## src/rtl/hbp_pkg.sv

```systemverilog
package hbp_pkg;

  localparam int DW = 8;

  localparam int ST_SEND_EMPTY = 7;
  localparam int ST_RECV_FULL  = 6;
  localparam int ST_OVERRUN    = 0;

  typedef struct packed {
    logic          cs_n;
    logic          rd_n;
    logic          wr_n;
    logic          sel;
    logic [DW-1:0] d;
  } hbus_t;

  localparam int HBUS_W = $bits(hbus_t);

endpackage

```

## src/rtl/hbp_sync.sv

```systemverilog
module hbp_sync #(
  parameter int              W    = 12,
  parameter logic [W-1:0]    IDLE = '0
) (
  input  logic         clk,
  input  logic         rst,
  input  logic [W-1:0] async_i,
  output logic [W-1:0] now_o,
  output logic [W-1:0] prev_o
);

  logic [W-1:0] meta_q;
  logic [W-1:0] sync_q;
  logic [W-1:0] dly_q;

  always_ff @(posedge clk) begin
    if (rst) begin
      meta_q <= IDLE;
      sync_q <= IDLE;
      dly_q  <= IDLE;
    end else begin
      meta_q <= async_i;
      sync_q <= meta_q;
      dly_q  <= sync_q;
    end
  end

  assign now_o  = sync_q;
  assign prev_o = dly_q;

endmodule

```

## src/rtl/hbp_rx_slot.sv

```systemverilog
module hbp_rx_slot #(
  parameter int DW = 8
) (
  input  logic          clk,
  input  logic          rst,
  input  logic          wr_en,
  input  logic [DW-1:0] wr_data,
  input  logic          pop,
  input  logic          ovr_clr,
  output logic          full_o,
  output logic [DW-1:0] data_o,
  output logic          ovr_o
);

  logic          full_q;
  logic [DW-1:0] data_q;
  logic          ovr_q;
  logic          take;
  logic          accept;

  assign take   = pop & full_q;
  assign accept = wr_en & (~full_q | take);

  always_ff @(posedge clk) begin
    if (rst) begin
      full_q <= 1'b0;
      data_q <= '0;
      ovr_q  <= 1'b0;
    end else begin
      if (accept) begin
        full_q <= 1'b1;
        data_q <= wr_data;
      end else if (take) begin
        full_q <= 1'b0;
      end
      if (wr_en && !accept) begin
        ovr_q <= 1'b1;
      end else if (ovr_clr) begin
        ovr_q <= 1'b0;
      end
    end
  end

  assign full_o = full_q;
  assign data_o = data_q;
  assign ovr_o  = ovr_q;

endmodule

```

## src/rtl/hbp_tx_slot.sv

```systemverilog
module hbp_tx_slot #(
  parameter int DW = 8
) (
  input  logic          clk,
  input  logic          rst,
  input  logic          push,
  input  logic [DW-1:0] push_data,
  input  logic          take,
  output logic          full_o,
  output logic [DW-1:0] data_o
);

  logic          full_q;
  logic [DW-1:0] data_q;

  always_ff @(posedge clk) begin
    if (rst) begin
      full_q <= 1'b0;
      data_q <= '0;
    end else if (push && !full_q) begin
      full_q <= 1'b1;
      data_q <= push_data;
    end else if (take) begin
      full_q <= 1'b0;
    end
  end

  assign full_o = full_q;
  assign data_o = data_q;

endmodule

```

## src/rtl/hbp_wgap.sv

```systemverilog
module hbp_wgap #(
  parameter int GAP = 128
) (
  input  logic clk,
  input  logic rst,
  input  logic fire,
  output logic busy_o
);

  localparam int CW = $clog2(GAP + 1);

  logic [CW-1:0] cnt_q;

  always_ff @(posedge clk) begin
    if (rst) begin
      cnt_q <= '0;
    end else if (fire) begin
      cnt_q <= CW'(GAP - 1);
    end else if (cnt_q != '0) begin
      cnt_q <= cnt_q - 1'b1;
    end
  end

  assign busy_o = (cnt_q != '0);

endmodule

```

## src/rtl/host_byte_port.sv

```systemverilog
module host_byte_port
  import hbp_pkg::*;
#(
  parameter int WR_GAP = 128
) (
  input  logic          clk,
  input  logic          rst,
  input  logic          host_cs_n,
  input  logic          host_rd_n,
  input  logic          host_wr_n,
  input  logic          host_sel,
  input  logic [DW-1:0] host_din,
  output logic [DW-1:0] host_dout,
  output logic          host_doe,
  output logic          host_irq,
  output logic          rx_valid,
  output logic [DW-1:0] rx_data,
  input  logic          rx_ready,
  input  logic          tx_valid,
  input  logic [DW-1:0] tx_data,
  output logic          tx_ready,
  output logic [DW-1:0] ctrl_byte
);

  localparam logic [HBUS_W-1:0] BUS_IDLE = {1'b1, 1'b1, 1'b1, 1'b0, {DW{1'b0}}};

  hbus_t bus_raw;
  hbus_t now_q;
  hbus_t prev_q;

  assign bus_raw = '{cs_n: host_cs_n, rd_n: host_rd_n, wr_n: host_wr_n,
                     sel: host_sel, d: host_din};

  hbp_sync #(.W(HBUS_W), .IDLE(BUS_IDLE)) sync_i (
    .clk     (clk),
    .rst     (rst),
    .async_i (bus_raw),
    .now_o   (now_q),
    .prev_o  (prev_q)
  );

  logic unused_now;
  assign unused_now = ^{now_q.cs_n, now_q.sel, now_q.d};

  logic rd_commit;
  logic wr_commit;
  logic acc_sel;
  logic gap_busy;
  logic wr_ok;

  assign acc_sel   = prev_q.sel;
  assign rd_commit = now_q.rd_n & ~prev_q.rd_n & ~prev_q.cs_n;
  assign wr_commit = now_q.wr_n & ~prev_q.wr_n & ~prev_q.cs_n;
  assign wr_ok     = wr_commit & ~gap_busy;

  hbp_wgap #(.GAP(WR_GAP)) gap_i (
    .clk    (clk),
    .rst    (rst),
    .fire   (wr_ok),
    .busy_o (gap_busy)
  );

  logic          rx_full;
  logic          ovr;

  hbp_rx_slot #(.DW(DW)) rx_i (
    .clk     (clk),
    .rst     (rst),
    .wr_en   (wr_ok & ~acc_sel),
    .wr_data (prev_q.d),
    .pop     (rx_ready),
    .ovr_clr (rd_commit & acc_sel),
    .full_o  (rx_full),
    .data_o  (rx_data),
    .ovr_o   (ovr)
  );

  logic          tx_full;
  logic [DW-1:0] tx_hold;

  hbp_tx_slot #(.DW(DW)) tx_i (
    .clk       (clk),
    .rst       (rst),
    .push      (tx_valid),
    .push_data (tx_data),
    .take      (rd_commit & ~acc_sel),
    .full_o    (tx_full),
    .data_o    (tx_hold)
  );

  logic [DW-1:0] ctrl_q;

  always_ff @(posedge clk) begin
    if (rst) begin
      ctrl_q <= '0;
    end else if (wr_ok && acc_sel) begin
      ctrl_q <= prev_q.d;
    end
  end

  logic [DW-1:0] status;

  always_comb begin
    status                = '0;
    status[ST_SEND_EMPTY] = ~tx_full;
    status[ST_RECV_FULL]  = rx_full;
    status[ST_OVERRUN]    = ovr;
  end

  assign host_doe  = ~host_cs_n & ~host_rd_n;
  assign host_dout = host_sel ? status : tx_hold;
  assign host_irq  = tx_full;
  assign rx_valid  = rx_full;
  assign tx_ready  = ~tx_full;
  assign ctrl_byte = ctrl_q;

endmodule

```

## config.mk

```make
export PLATFORM = sky130hd
export DESIGN_NAME = host_byte_port
export DESIGN_NICKNAME = d
export VERILOG_FILES = /design/src/rtl/hbp_pkg.sv /design/src/rtl/hbp_sync.sv /design/src/rtl/hbp_rx_slot.sv /design/src/rtl/hbp_tx_slot.sv /design/src/rtl/hbp_wgap.sv /design/src/rtl/host_byte_port.sv
export SDC_FILE = /design/constraint.sdc
export NUM_CORES = 1
export LEC_CHECK = 0
export BUFFER_PORTS_ARGS = -buffer_cell sky130_fd_sc_hd__buf_4
export CAP_MARGIN = 20
export CORE_ASPECT_RATIO = 0.75
export CORE_MARGIN = 2
export CORE_UTILIZATION = 57
export DETAILED_ROUTE_END_ITERATION = 6
export MAX_ROUTING_LAYER = met4
export PLACE_DENSITY = 0.83
export SLEW_MARGIN = 0
export SYNTH_ARGS = -nofsm -noshare
export SYNTH_HDL_FRONTEND = slang
export SYNTH_SLANG_ARGS = --single-unit
export TNS_END_PERCENT = 10
```

## constraint.sdc

```tcl
create_clock -name clk -period 3.6 [get_ports clk]
set_input_delay 0.36 -clock clk [delete_from_list [all_inputs] [get_ports clk]]
set_output_delay 0.36 -clock clk [all_outputs]
set_load 0.01 [all_outputs]
```

Word-level counts from Yosys, hierarchy flattened. Cells that the tools add are included.

Input bits: 24. Output and inout bits: 28. Flip-flop bits (word level): 71. Logic and storage cells: 53.

Multiplexer cells: 9. Bitwise logic cells: 21. $add $sub $neg: 1. Reductions and logical operators: 11.

Operator list (count): 7-bit 2-to-1 mux (2); 1-bit bitwise AND (11); 1-bit inverter (9); 8-bit 2-to-1 mux (1); 2-bit nonzero test (4); 8-bit nonzero test (1); 8-bit by 1-bit subtractor with 8-bit output, second input constant (1); 1-bit 2-to-1 mux (6); 1-bit logical AND (3); 1-bit logical NOT (2); 2-bit OR reduction (1); 1-bit OR (1).

Longest topological paths before layout. Gate-level depths: netlist (run 1).

Depth after elaboration: 9. Mapped depth: 7. Depth with buffers taken out: 6.

Modules after synthesis. From an unflattened synthesis (run 1), not the netlist that was laid out.

Cells, all modules: 260. Area, all modules: 2786.4 µm².

Modules (own cells, without submodules): hbp_sync (area an instance 973.4 µm², cells each 75, times used 1, sequential area each 720.7 µm²); host_byte_port (area an instance 495.5 µm², cells each 51, times used 1, sequential area each 160.2 µm²); hbp_wgap (area an instance 452.9 µm², cells each 53, times used 1, sequential area each 160.2 µm²); hbp_rx_slot (area an instance 441.7 µm², cells each 43, times used 1, sequential area each 200.2 µm²); hbp_tx_slot (area an instance 422.9 µm², cells each 38, times used 1, sequential area each 180.2 µm²).

Worst setup path after synthesis (run 1). No wires, ideal clock.

Path kind: register -> register. Start point: reg gap_i.cnt_q[0]. End point: reg gap_i.cnt_q[6]. Stages on the path, launching flop included: 7. Required time: 3.533 ns. Arrival time: 1.706 ns. Library setup time: 0.067 ns. Path buffers: 0. Clock period less this slack: 1.773 ns. Slack: 1.827 ns. Cells stage by stage: dfxtp_1 -> inv_1 -> ha_1 -> or3b_1 -> or3_1 -> or3_1 -> a21oi_2.

Longest elaborated chain between the ends: 4. Elaborated cells on any way between the ends: 7. Those cells by class: add/sub (1); mux (2); bitwise (2); reduce/logical (2).

RTL lines: start: declaration (line hbp_wgap.sv:12) `logic [CW-1:0] cnt_q;`; start signal: assignment (line hbp_wgap.sv:18) `cnt_q <= CW'(GAP - 1);`; start signal: assignment (line hbp_wgap.sv:20) `cnt_q <= cnt_q - 1'b1;`; branches (longest 4 deep; another with 8-bit by 1-bit subtractor with 8-bit output).

Parallel ways; which one is timed is not known. The select of a mux whose other input is x is not followed. A chain may end at the register's enable or synchronous reset.

Worst setup path in the final report (run 1).
Start point: reg gap_i.cnt_q[0]. End point: reg rx_i.data_q[5], in the netlist rx_i.data_o[5].

Longest elaborated chain between the ends: 5.

RTL lines: 8-bit nonzero test (line hbp_wgap.sv:24) `assign busy_o = (cnt_q != '0);`; 1-bit inverter (line host_byte_port.sv:54) `assign wr_ok = wr_commit & ~gap_busy;`; 1-bit bitwise AND (line host_byte_port.sv:54); 1-bit bitwise AND (line host_byte_port.sv:69) `.wr_en (wr_ok & ~acc_sel),`; 1-bit bitwise AND (line hbp_rx_slot.sv:22) `assign accept = wr_en & (~full_q | take);`; end signal: assignment (line hbp_rx_slot.sv:32) `data_q <= wr_data;`; end: declaration (line hbp_rx_slot.sv:16) `logic [DW-1:0] data_q;`.

No other way between the ends.

==> results of run 1 <==
cell type report:
class | count | area, um2
Timing Repair Buffer | 51 | 383
Fill cell | 336 | 1040
Sequential cell | 71 | 1420
Clock buffer | 12 | 145
Tap cell | 55 | 68.8
Multi-Input combinational cell | 170 | 1010
Inverter | 3 | 11.3
Clock inverter | 4 | 45.0
kinds of logic after synthesis:
kind of cell | after synthesis | share of synthesized area, %
AOI/OAI and AO/OA | 32 | 7.24
DFF | 71 | 56.7
buffers and inverters | 17 | 2.75
and+or+nand+nor | 125 | 27.8
muxes | 12 | 4.95
adders and majority gates | 1 | 0.499
cell usage after synthesis, types with 2 or more instances:
| library cell | n |
|---|---|
| nor3_1 | 4 |
| a21oi_1 | 22 |
| nor2_1 | 8 |
| or2_2 | 9 |
| nand2b_1 | 18 |
| nor2b_1 | 34 |
| or3_1 | 2 |
| clkbuf_1 | 12 |
| inv_1 | 3 |
| o21ai_0 | 2 |
| nand2_1 | 30 |
| nand3_1 | 9 |
| dfxtp_1 | 71 |
| a211oi_1 | 4 |
| mux2_2 | 3 |
| mux2i_1 | 9 |
how the worst min path moves through the flow:
stage / from / end / slack, ns / cells past startpoint
2_1_floorplan: sync_i.meta_q[10] / sync_i.now_o[10] / 0.39 / 1
3_3_place_gp: sync_i.meta_q[11] / sync_i.now_o[11] / 0.39 / 1
4_1_cts: host_wr_n / sync_i.meta_q[9] / 0.20 / 2
3_5_place_dp: sync_i.meta_q[10] / sync_i.now_o[10] / 0.40 / 1
6_report: host_wr_n / sync_i.meta_q[9] / 0.21 / 2
5_1_grt: host_wr_n / sync_i.meta_q[9] / 0.21 / 2
worst register-to-register path, cell delays in order, from the launching register on:
cell,delay (ns)
dfxtp_1,0.35
inv_1,0.07
ha_1,0.22
nor3b_1,0.44
and3_1,0.53
and3b_1,0.54
mux2i_1,0.25
power breakdown:
group / leakage [nW] / internal, mW / total (mW) / switching, mW
clock: 0.100 / 0.336 / 0.601 / 0.265
sequential: 0.582 / 0.845 / 0.898 / 0.0528
combinational: 0.563 / 0.150 / 0.310 / 0.160
total: 1.24 / 1.33 / 1.81 / 0.478
per-stage QoR:
stage          hold slack [ns]  utilization (%)  instances
2_1_floorplan            0.389                -        258
3_3_place_gp             0.392             70.2        350
3_5_place_dp             0.397             70.2        350
4_1_cts                  0.202             74.8        366
5_1_grt                  0.211             74.8        366
6_report                 0.214             74.8        366
layer usage:
metal	vias up	track usage [%]
met5	-	-
met1	814	24.6
met4	0	8.72
li1	944	-
met2	49	30.5
met3	5	7.33
flip-flops by register name, indices dropped and copies added (netlist names):
| register | cells |
|---|---|
| gap_i.cnt_q | 8 |
| ctrl_byte | 8 |
| rx_i.full_o | 1 |
| tx_i.data_o | 8 |
| rx_i.data_o | 8 |
| sync_i.now_o | 12 |
| tx_i.full_o | 1 |
| sync_i.meta_q | 12 |
| rx_i.ovr_o | 1 |
| sync_i.prev_o | 12 |
==> flow_summary.json, run 1 <==
{
  "status": "completed",
  "setup_tns_ns": 0,
  "cts_tree": "built",
  "cts_buffers": 9,
  "start_kind": "register",
  "synth_edf_count": 0,
  "route.met2.wl_um": 1930,
  "synth_cell_types": 34,
  "rows": 20,
  "cts_resized": 0,
  "dieWidth_um": 80.5,
  "post_cts_buffers": 0,
  "rsz0062_at_grt": "false",
  "hold_class": "input port to register",
  "clock_skew_ns": 0.00524,
  "routed_wl_um": 4480,
  "cts-root-buf": "clkbuf_8",
  "clock.fmax_mhz": 405,
  "worst_pin_slew_ns": 0.679,
  "io_buffers": 51,
  "setup_ws_ns": 1.13,
  "wl_per_cell_um": 12.2,
  "layout_commonest_cell": "dfxtp_1",
  "yosysTopAreaCell": "dfxtp_1",
  "reg2regPathDepth": 6,
  "synth_fp_nets": 283,
  "leakagePower_nw": 1.24,
  "grt_pass1_vias": 1572,
  "rr_endpoint": "rx_i.data_o[5]",
  "synth-main-ff-cell": "dfxtp_1",
  "cts_max_path_buffers": 2,
  "regToRegStartpoint": "gap_i.cnt_q[0]",
  "grt_pass1_wl_um": 7070,
  "setup_viol": 0,
  "crit_chain": "inv_1 -> ha_1 -> nor3b_1 -> and3_1 -> and3b_1 -> mux2i_1",
  "antenna_found_initial": 0,
  "highest_layer": "met4",
  "finalInstanceArea_um2": 3090,
  "crit_cells": 6,
  "dp_hpwl_um": 2990,
  "hold_viol": 0,
  "ant_nets": 0,
  "timing.critical_path.to": "rx_i.data_o[5]",
  "fp.dieArea_um2": 4950,
  "r2r_setup_slack_ns": 1.13,
  "cpPeakStageDelay_ns": 0.54,
  "start_util_pct": 60.7,
  "vias": 1812,
  "drc_errors": 0,
  "worstPathRequired_ns": 3.86,
  "layout-drive-gt1-share_pct": 26.7,
  "cts.sinks": 71,
  "crit_type": "register to register",
  "nets": 331,
  "slowest_stage": "and3b_1",
  "gr-total-overflow": 0,
  "worst-path-buf-inv": 1,
  "grt_max_degree": 80,
  "critPathCaptureType": "register",
  "syn_inst": 258,
  "power.total_mw": 1.81,
  "die_h_um": 61.4,
  "cts.hold.buffers_added": 0,
  "grt_util_all_layers_pct": 20.2,
  "pre_cts_ws_ns": 1.20,
  "async_flop_share_pct": 0,
  "synthDominantCellAreaShare_pct": 56.7,
  "gp_congestion": 0.764,
  "clk_pin_slew_ns": 0.07,
  "pin_count": 52,
  "via_per_inst": 4.95,
  "min_period_over_period_pct": 68.5,
  "drtIter0Drc": 88,
  "crit_start": "gap_i.cnt_q[0]",
  "dr.pass1.iters": 4,
  "htreeDepth": 3,
  "areaGrowthSynthToFinish_pct": 23.3,
  "syn_area_per_cell_um2": 9.71,
  "ys_ff_latch": 71,
  "yosys_warnings": 0,
  "place_area_um2": 2900,
  "ys_top_cells_by_area": "dfxtp_1 57%, nor2b_1 8.5%, nand2_1 4.5%",
  "power_density_nw_per_um2": 586,
  "layout_common_cells": "71 x dfxtp_1, 51 x buf_4, 34 x nor2b_1",
  "slew_violations": 0,
  "drt-met1-wl_um": 2200,
  "insertion_delay_ns": 0.33,
  "core_um2": 4130,
  "min_period_ns": 2.47,
  "num_antenna_cells": 0,
  "wl_met3_um": 303,
  "slew_headroom_pct": 54.7,
  "critPathArrivalTime_ns": 2.72,
  "syn_area_um2": 2500,
  "synth-seq-area-share_pct": 56.7,
  "peakVddDrop_v": 0.000516,
  "drv_cap": 0,
  "cp_max_fo": 13,
  "cpLargestDelayFamily": "simple AND/OR/NAND/NOR gates"
}
Note: power is estimated with default switching activity, not from simulation.
==> run 2, diff against run 1 <==
--- a/config.mk
+++ b/config.mk
@@ -9,10 +9,10 @@
 export CAP_MARGIN = 20
 export CORE_ASPECT_RATIO = 0.75
 export CORE_MARGIN = 2
-export CORE_UTILIZATION = 57
+export CORE_UTILIZATION = 53
 export DETAILED_ROUTE_END_ITERATION = 6
 export MAX_ROUTING_LAYER = met4
-export PLACE_DENSITY = 0.83
+export PLACE_DENSITY = 0.78
 export SLEW_MARGIN = 0
 export SYNTH_ARGS = -nofsm -noshare
 export SYNTH_HDL_FRONTEND = slang
==> constraint.sdc (replaced) <==
create_clock -name clk -period 2.3 [get_ports clk]
set_input_delay 0.23 -clock clk [delete_from_list [all_inputs] [get_ports clk]]
set_output_delay 0.23 -clock clk [all_outputs]
set_load 0.01 [all_outputs]
==> flow_summary.json, run 2 (synthesized netlist as in run 1, its figures left out) <==
{
  "nets": 332,
  "cts_max_path_buffers": 2,
  "gp_congestion": 0.778,
  "cts-root-buf": "clkbuf_8",
  "cp_max_fo": 8,
  "crit_type": "register to register",
  "routed_wl_um": 4570,
  "grt_max_degree": 80,
  "pre_cts_ws_ns": 0.306,
  "met3_usage_pct": 7.73,
  "setup_ws_ns": 0.355,
  "gr-total-overflow": 0,
  "worst_pin_slew_ns": 0.678,
  "start_kind": "register",
  "slowest_stage": "nor3b_1",
  "clk_pin_slew_ns": 0.07,
  "grt_pass1_vias": 1656,
  "setup_viol": 0,
  "antenna_found_initial": 0,
  "hold_class": "input port to register",
  "leakagePower_nw": 1.26,
  "hold_viol": 0,
  "grt_util_all_layers_pct": 19.4,
  "via_per_inst": 4.96,
  "ant_nets": 0,
  "drtIter0Drc": 87,
  "dp_hpwl_um": 3040,
  "drv_cap": 0,
  "drc_errors": 0,
  "die_h_um": 63.5,
  "layout_commonest_cell": "dfxtp_1",
  "top_usage_layer": "met2",
  "fillCellCount": 371,
  "grt_pass1_wl_um": 7670,
  "start_util_pct": 55.8,
  "grt_use_met2_pct": 27.7,
  "pin_count": 52,
  "crit_chain": "inv_1 -> ha_1 -> nor3b_1 -> and3_1 -> and3b_2 -> mux2i_1",
  "vias": 1831,
  "worstPathRequired_ns": 2.57,
  "dr.pass1.iters": 4,
  "cts_buffers": 9,
  "layout_common_cells": "71 x dfxtp_1, 52 x buf_4, 34 x nor2b_1",
  "min_period_over_period_pct": 84.6,
  "multi_input_area_um2": 1020,
  "htreeDepth": 3,
  "r2r_setup_slack_ns": 0.36,
  "io_buffers": 51,
  "rows": 21,
  "core_um2": 4490,
  "peakVddDrop_v": 0.000555,
  "cts_tree": "built",
  "use_met1_pct": 23.9,
  "cpPeakStageDelay_ns": 0.43,
  "wl_per_cell_um": 12.4,
  "setup_tns_ns": 0,
  "power_density_nw_per_um2": 951,
  "fp.dieArea_um2": 5300,
  "critPathCaptureType": "register",
  "clock_skew_ns": 0.00394,
  "layout-drive-gt1-share_pct": 27.9,
  "critPathArrivalTime_ns": 2.22,
  "insertion_delay_ns": 0.34,
  "status": "completed",
  "cts.sinks": 71,
  "post_cts_buffers": 0,
  "rsz0062_at_grt": "false",
  "areaGrowthSynthToFinish_pct": 25.4,
  "seqCellArea_um2": 1420,
  "slew_headroom_pct": 54.8,
  "clock.fmax_mhz": 514,
  "dieWidth_um": 83.4,
  "slew_violations": 0,
  "min_period_ns": 1.94,
  "num_antenna_cells": 0
}
-- run 2: cell type report --
cell class,instances,share of cell area (%)
inverters,3,0.359
multi-input cells,170,32.4
clock buffers,10,4.38
repair buffers,52,12.4
well taps,57,2.27
clock inverters,6,2.95
flip-flops and latches,71,45.3
-- run 2: path summary, 6_finish.rpt --
check,startpoint,to,depth (start not counted)
worst min-delay path,host_wr_n,sync_i.meta_q[9],2
worst max register to register,gap_i.cnt_q[0],rx_i.data_o[3],6
worst min register to register,sync_i.meta_q[9],sync_i.now_o[9],1
worst max-delay path,gap_i.cnt_q[0],rx_i.data_o[3],6
-- run 2: repair_timing --
action | CTS | global route
gates resized for setup | 0 | 1
setup endpoints to repair | 0 | 4
hold buffers | 0 | 0
-- run 2: routing by layer --
layer | routed length [um] | part of all wire, %
met5 | 0 | 0
met4 | 81 | 1.8
met3 | 386 | 8.5
met2 | 1970 | 43
met1 | 2130 | 47
-- run 2: where the power goes --
group | total [mW] | internal [mW] | switching [mW]
sequential | 1.41 | 1.32 | 0.0833
clock | 1.10 | 0.645 | 0.455
combinational | 0.481 | 0.236 | 0.245
-- run 2: metrics by stage --
step                instances  area [um2]  util, %  total power, mW  hold WS (ns)
CTS                       369        3140     69.9             3.01        0.0543
global placement          353        2910     64.7             1.88         0.393
global route              369        3140     69.9             3.15        0.0635
finish                    369        3140     69.9             2.99        0.0691
floorplan                 258        2500        -             1.78         0.334
detailed placement        353        2910     64.7             1.90         0.394
-- run 2: worst max-delay path: cells and delay by family, from the launching register on --
| kind | cells | cell delay (ns) |
|---|---|---|
| DFF | 1 | 0.35 |
| buffers and inverters | 1 | 0.07 |
| adders and majority gates | 1 | 0.20 |
| and+or+nand+nor | 3 | 1.03 |
| muxes | 1 | 0.23 |
==> run 3, diff against run 2 <==
==> constraint.sdc (replaced) <==
create_clock -name clk -period 1.8 [get_ports clk]
set_input_delay 0.18 -clock clk [delete_from_list [all_inputs] [get_ports clk]]
set_output_delay 0.18 -clock clk [all_outputs]
set_load 0.01 [all_outputs]
==> flow_summary.json, run 3 (synthesized netlist as in run 1, its figures left out) <==
{
  "critPathCaptureType": "register",
  "min_period_ns": 1.78,
  "htreeDepth": 3,
  "num_antenna_cells": 0,
  "cts_tree": "built",
  "pin_count": 52,
  "crit_start": "gap_i.cnt_q[0]",
  "insertion_delay_ns": 0.35,
  "min-delay-start": "host_rd_n",
  "worstPathRequired_ns": 2.08,
  "power.total_mw": 3.94,
  "core_um2": 4490,
  "p_seq_share_pct": 45.4,
  "crit_cells": 6,
  "rsz0062_at_grt": "true",
  "hold_class": "input port to register",
  "place_area_um2": 2960,
  "crit_chain": "inv_1 -> ha_2 -> or3b_4 -> or3_4 -> or3_1 -> a21oi_2",
  "worst-path-buf-inv": 1,
  "cts-root-buf": "clkbuf_8",
  "routed_wl_um": 4710,
  "finalInstanceArea_um2": 3220,
  "vias": 1847,
  "p_clk_share_pct": 34.9,
  "r2r_setup_slack_ns": 0.02,
  "grt_max_degree": 80,
  "wl_per_cell_um": 12.4,
  "clock.fmax_mhz": 561,
  "crit_type": "register to register",
  "worst_pin_slew_ns": 0.679,
  "areaGrowthSynthToFinish_pct": 28.4,
  "slew_violations": 0,
  "layout-drive-gt1-share_pct": 30.5,
  "internal_power_mw": 2.89,
  "dr.pass1.iters": 4,
  "antenna_found_initial": 0,
  "regToRegStartpoint": "gap_i.cnt_q[0]",
  "cts_buffers": 9,
  "power_density_nw_per_um2": 1220,
  "clock_skew_ns": 0.00856,
  "slew_headroom_pct": 54.8,
  "min_period_over_period_pct": 99.0,
  "utilization_pct": 71.6,
  "clk_pin_slew_ns": 0.08,
  "gp_congestion": 0.786,
  "drtIter0Drc": 121,
  "cts.sinks": 71,
  "hold_viol": 0,
  "grt_pass1_wl_um": 8040,
  "io_buffers": 51,
  "cpPeakStageDelay_ns": 0.38,
  "via_per_inst": 4.89,
  "die_h_um": 63.5,
  "reg2regPathDepth": 6,
  "drv_cap": 0,
  "dp_hpwl_um": 3060,
  "layout_common_cells": "71 x dfxtp_1, 60 x buf_4, 34 x nor2b_1",
  "cpLargestDelayFamily": "simple AND/OR/NAND/NOR gates",
  "rr_endpoint": "gap_i.cnt_q[6]",
  "start_util_pct": 55.8,
  "ant_nets": 0,
  "cts_max_path_buffers": 2,
  "fp.dieArea_um2": 5300,
  "leakagePower_nw": 1.30,
  "slowest_stage": "or3b_4",
  "grt_util_all_layers_pct": 20.5,
  "cp_max_fo": 3,
  "critPathArrivalTime_ns": 2.06,
  "start_kind": "register",
  "status": "completed",
  "p_comb_share_pct": 19.7,
  "peakVddDrop_v": 0.000712,
  "setup_viol": 0,
  "p_sw_share_pct": 26.5,
  "drc_errors": 0,
  "power.switching_mw": 1.04,
  "timing.critical_path.to": "gap_i.cnt_q[6]",
  "rows": 21,
  "layout_commonest_cell": "dfxtp_1",
  "gr-total-overflow": 0,
  "nets": 341,
  "grt_pass1_vias": 1810,
  "dieWidth_um": 83.4
}
-- run 3: cell types whose count changed in the layout (fill, tap and decap cells not counted), sizes merged --
cell | before | now
buf | 52 | 60
clkinv | 1 | 3
dlygate4sd3 | 0 | 1
clkbuf | 10 | 9
inv | 4 | 3
-- run 3: power groups by stage --
stage | clock, mW | sequential, mW | combinational (mW)
after global placement | 0 | 1.81 | 0.708
after floorplan | 0 | 1.80 | 0.472
after CTS | 1.41 | 1.78 | 0.753
final | 1.37 | 1.79 | 0.777
after detailed placement | 0 | 1.82 | 0.721
after global routing | 1.50 | 1.80 | 0.879
-- run 3: layout make-up --
cell class | count | area (um2)
sequential | 71 | 1420
fill | 361 | 1280
multi-input combinational | 170 | 1030
timing repair buffer | 61 | 460
clock buffer | 9 | 124
clock inverter | 7 | 97.6
tap | 57 | 71.3
inverter | 3 | 11.3
-- run 3: how the worst min path moves through the flow --
stage,endpoint,slack [ns],cells past startpoint
3_3_place_gp,sync_i.meta_q[9],0.37,2
3_5_place_dp,sync_i.meta_q[9],0.37,2
2_1_floorplan,sync_i.meta_q[9],0.28,1
6_report,sync_i.meta_q[10],0.03,2
4_1_cts,sync_i.meta_q[10],0.01,2
5_1_grt,sync_i.meta_q[11],0.01,2
-- run 3: metal layers --
| metal | part of all wire, % | global-route usage, % | routed length [um] | vias to the layer above |
|---|---|---|---|---|
| met4 | 1.3 | 7.58 | 63 | 0 |
| met2 | 44 | 31.3 | 2060 | 53 |
| met5 | 0 | - | 0 | - |
| li1 | - | - | - | 963 |
| met3 | 6.4 | 10.6 | 302 | 7 |
| met1 | 49 | 23.1 | 2280 | 824 |
-- run 3: worst register-to-register path, stage by stage, from the launching register on --
cell and delay, ns:
dfxtp_1 0.32, inv_1 0.06, ha_2 0.16, or3b_4 0.38, or3_4 0.34, or3_1 0.33, a21oi_2 0.13
-- run 3: what timing repair did --
action / in CTS / in global routing
pin swaps: 1 / 0
gates resized for setup: 1 / 3
buffers inserted: 1 / 0
endpoints found under the setup margin: 9 / 13
hold buffers: 1 / 0
endpoints found under the hold margin: 1 / 0
-- run 3: through the flow --
step / setup TNS, ns / setup slack [ns] / hold WS (ns) / cells
2_1_floorplan: 0 / 0.0269 / 0.284 / 258
3_3_place_gp: 0 / 0.0706 / 0.367 / 360
3_5_place_dp: -0.0161 / -0.0161 / 0.368 / 360
4_1_cts: 0 / 0.0180 / 0.0111 / 378
5_1_grt: -0.0389 / -0.0389 / 0.0130 / 378
6_report: 0 / 0.0184 / 0.0306 / 378
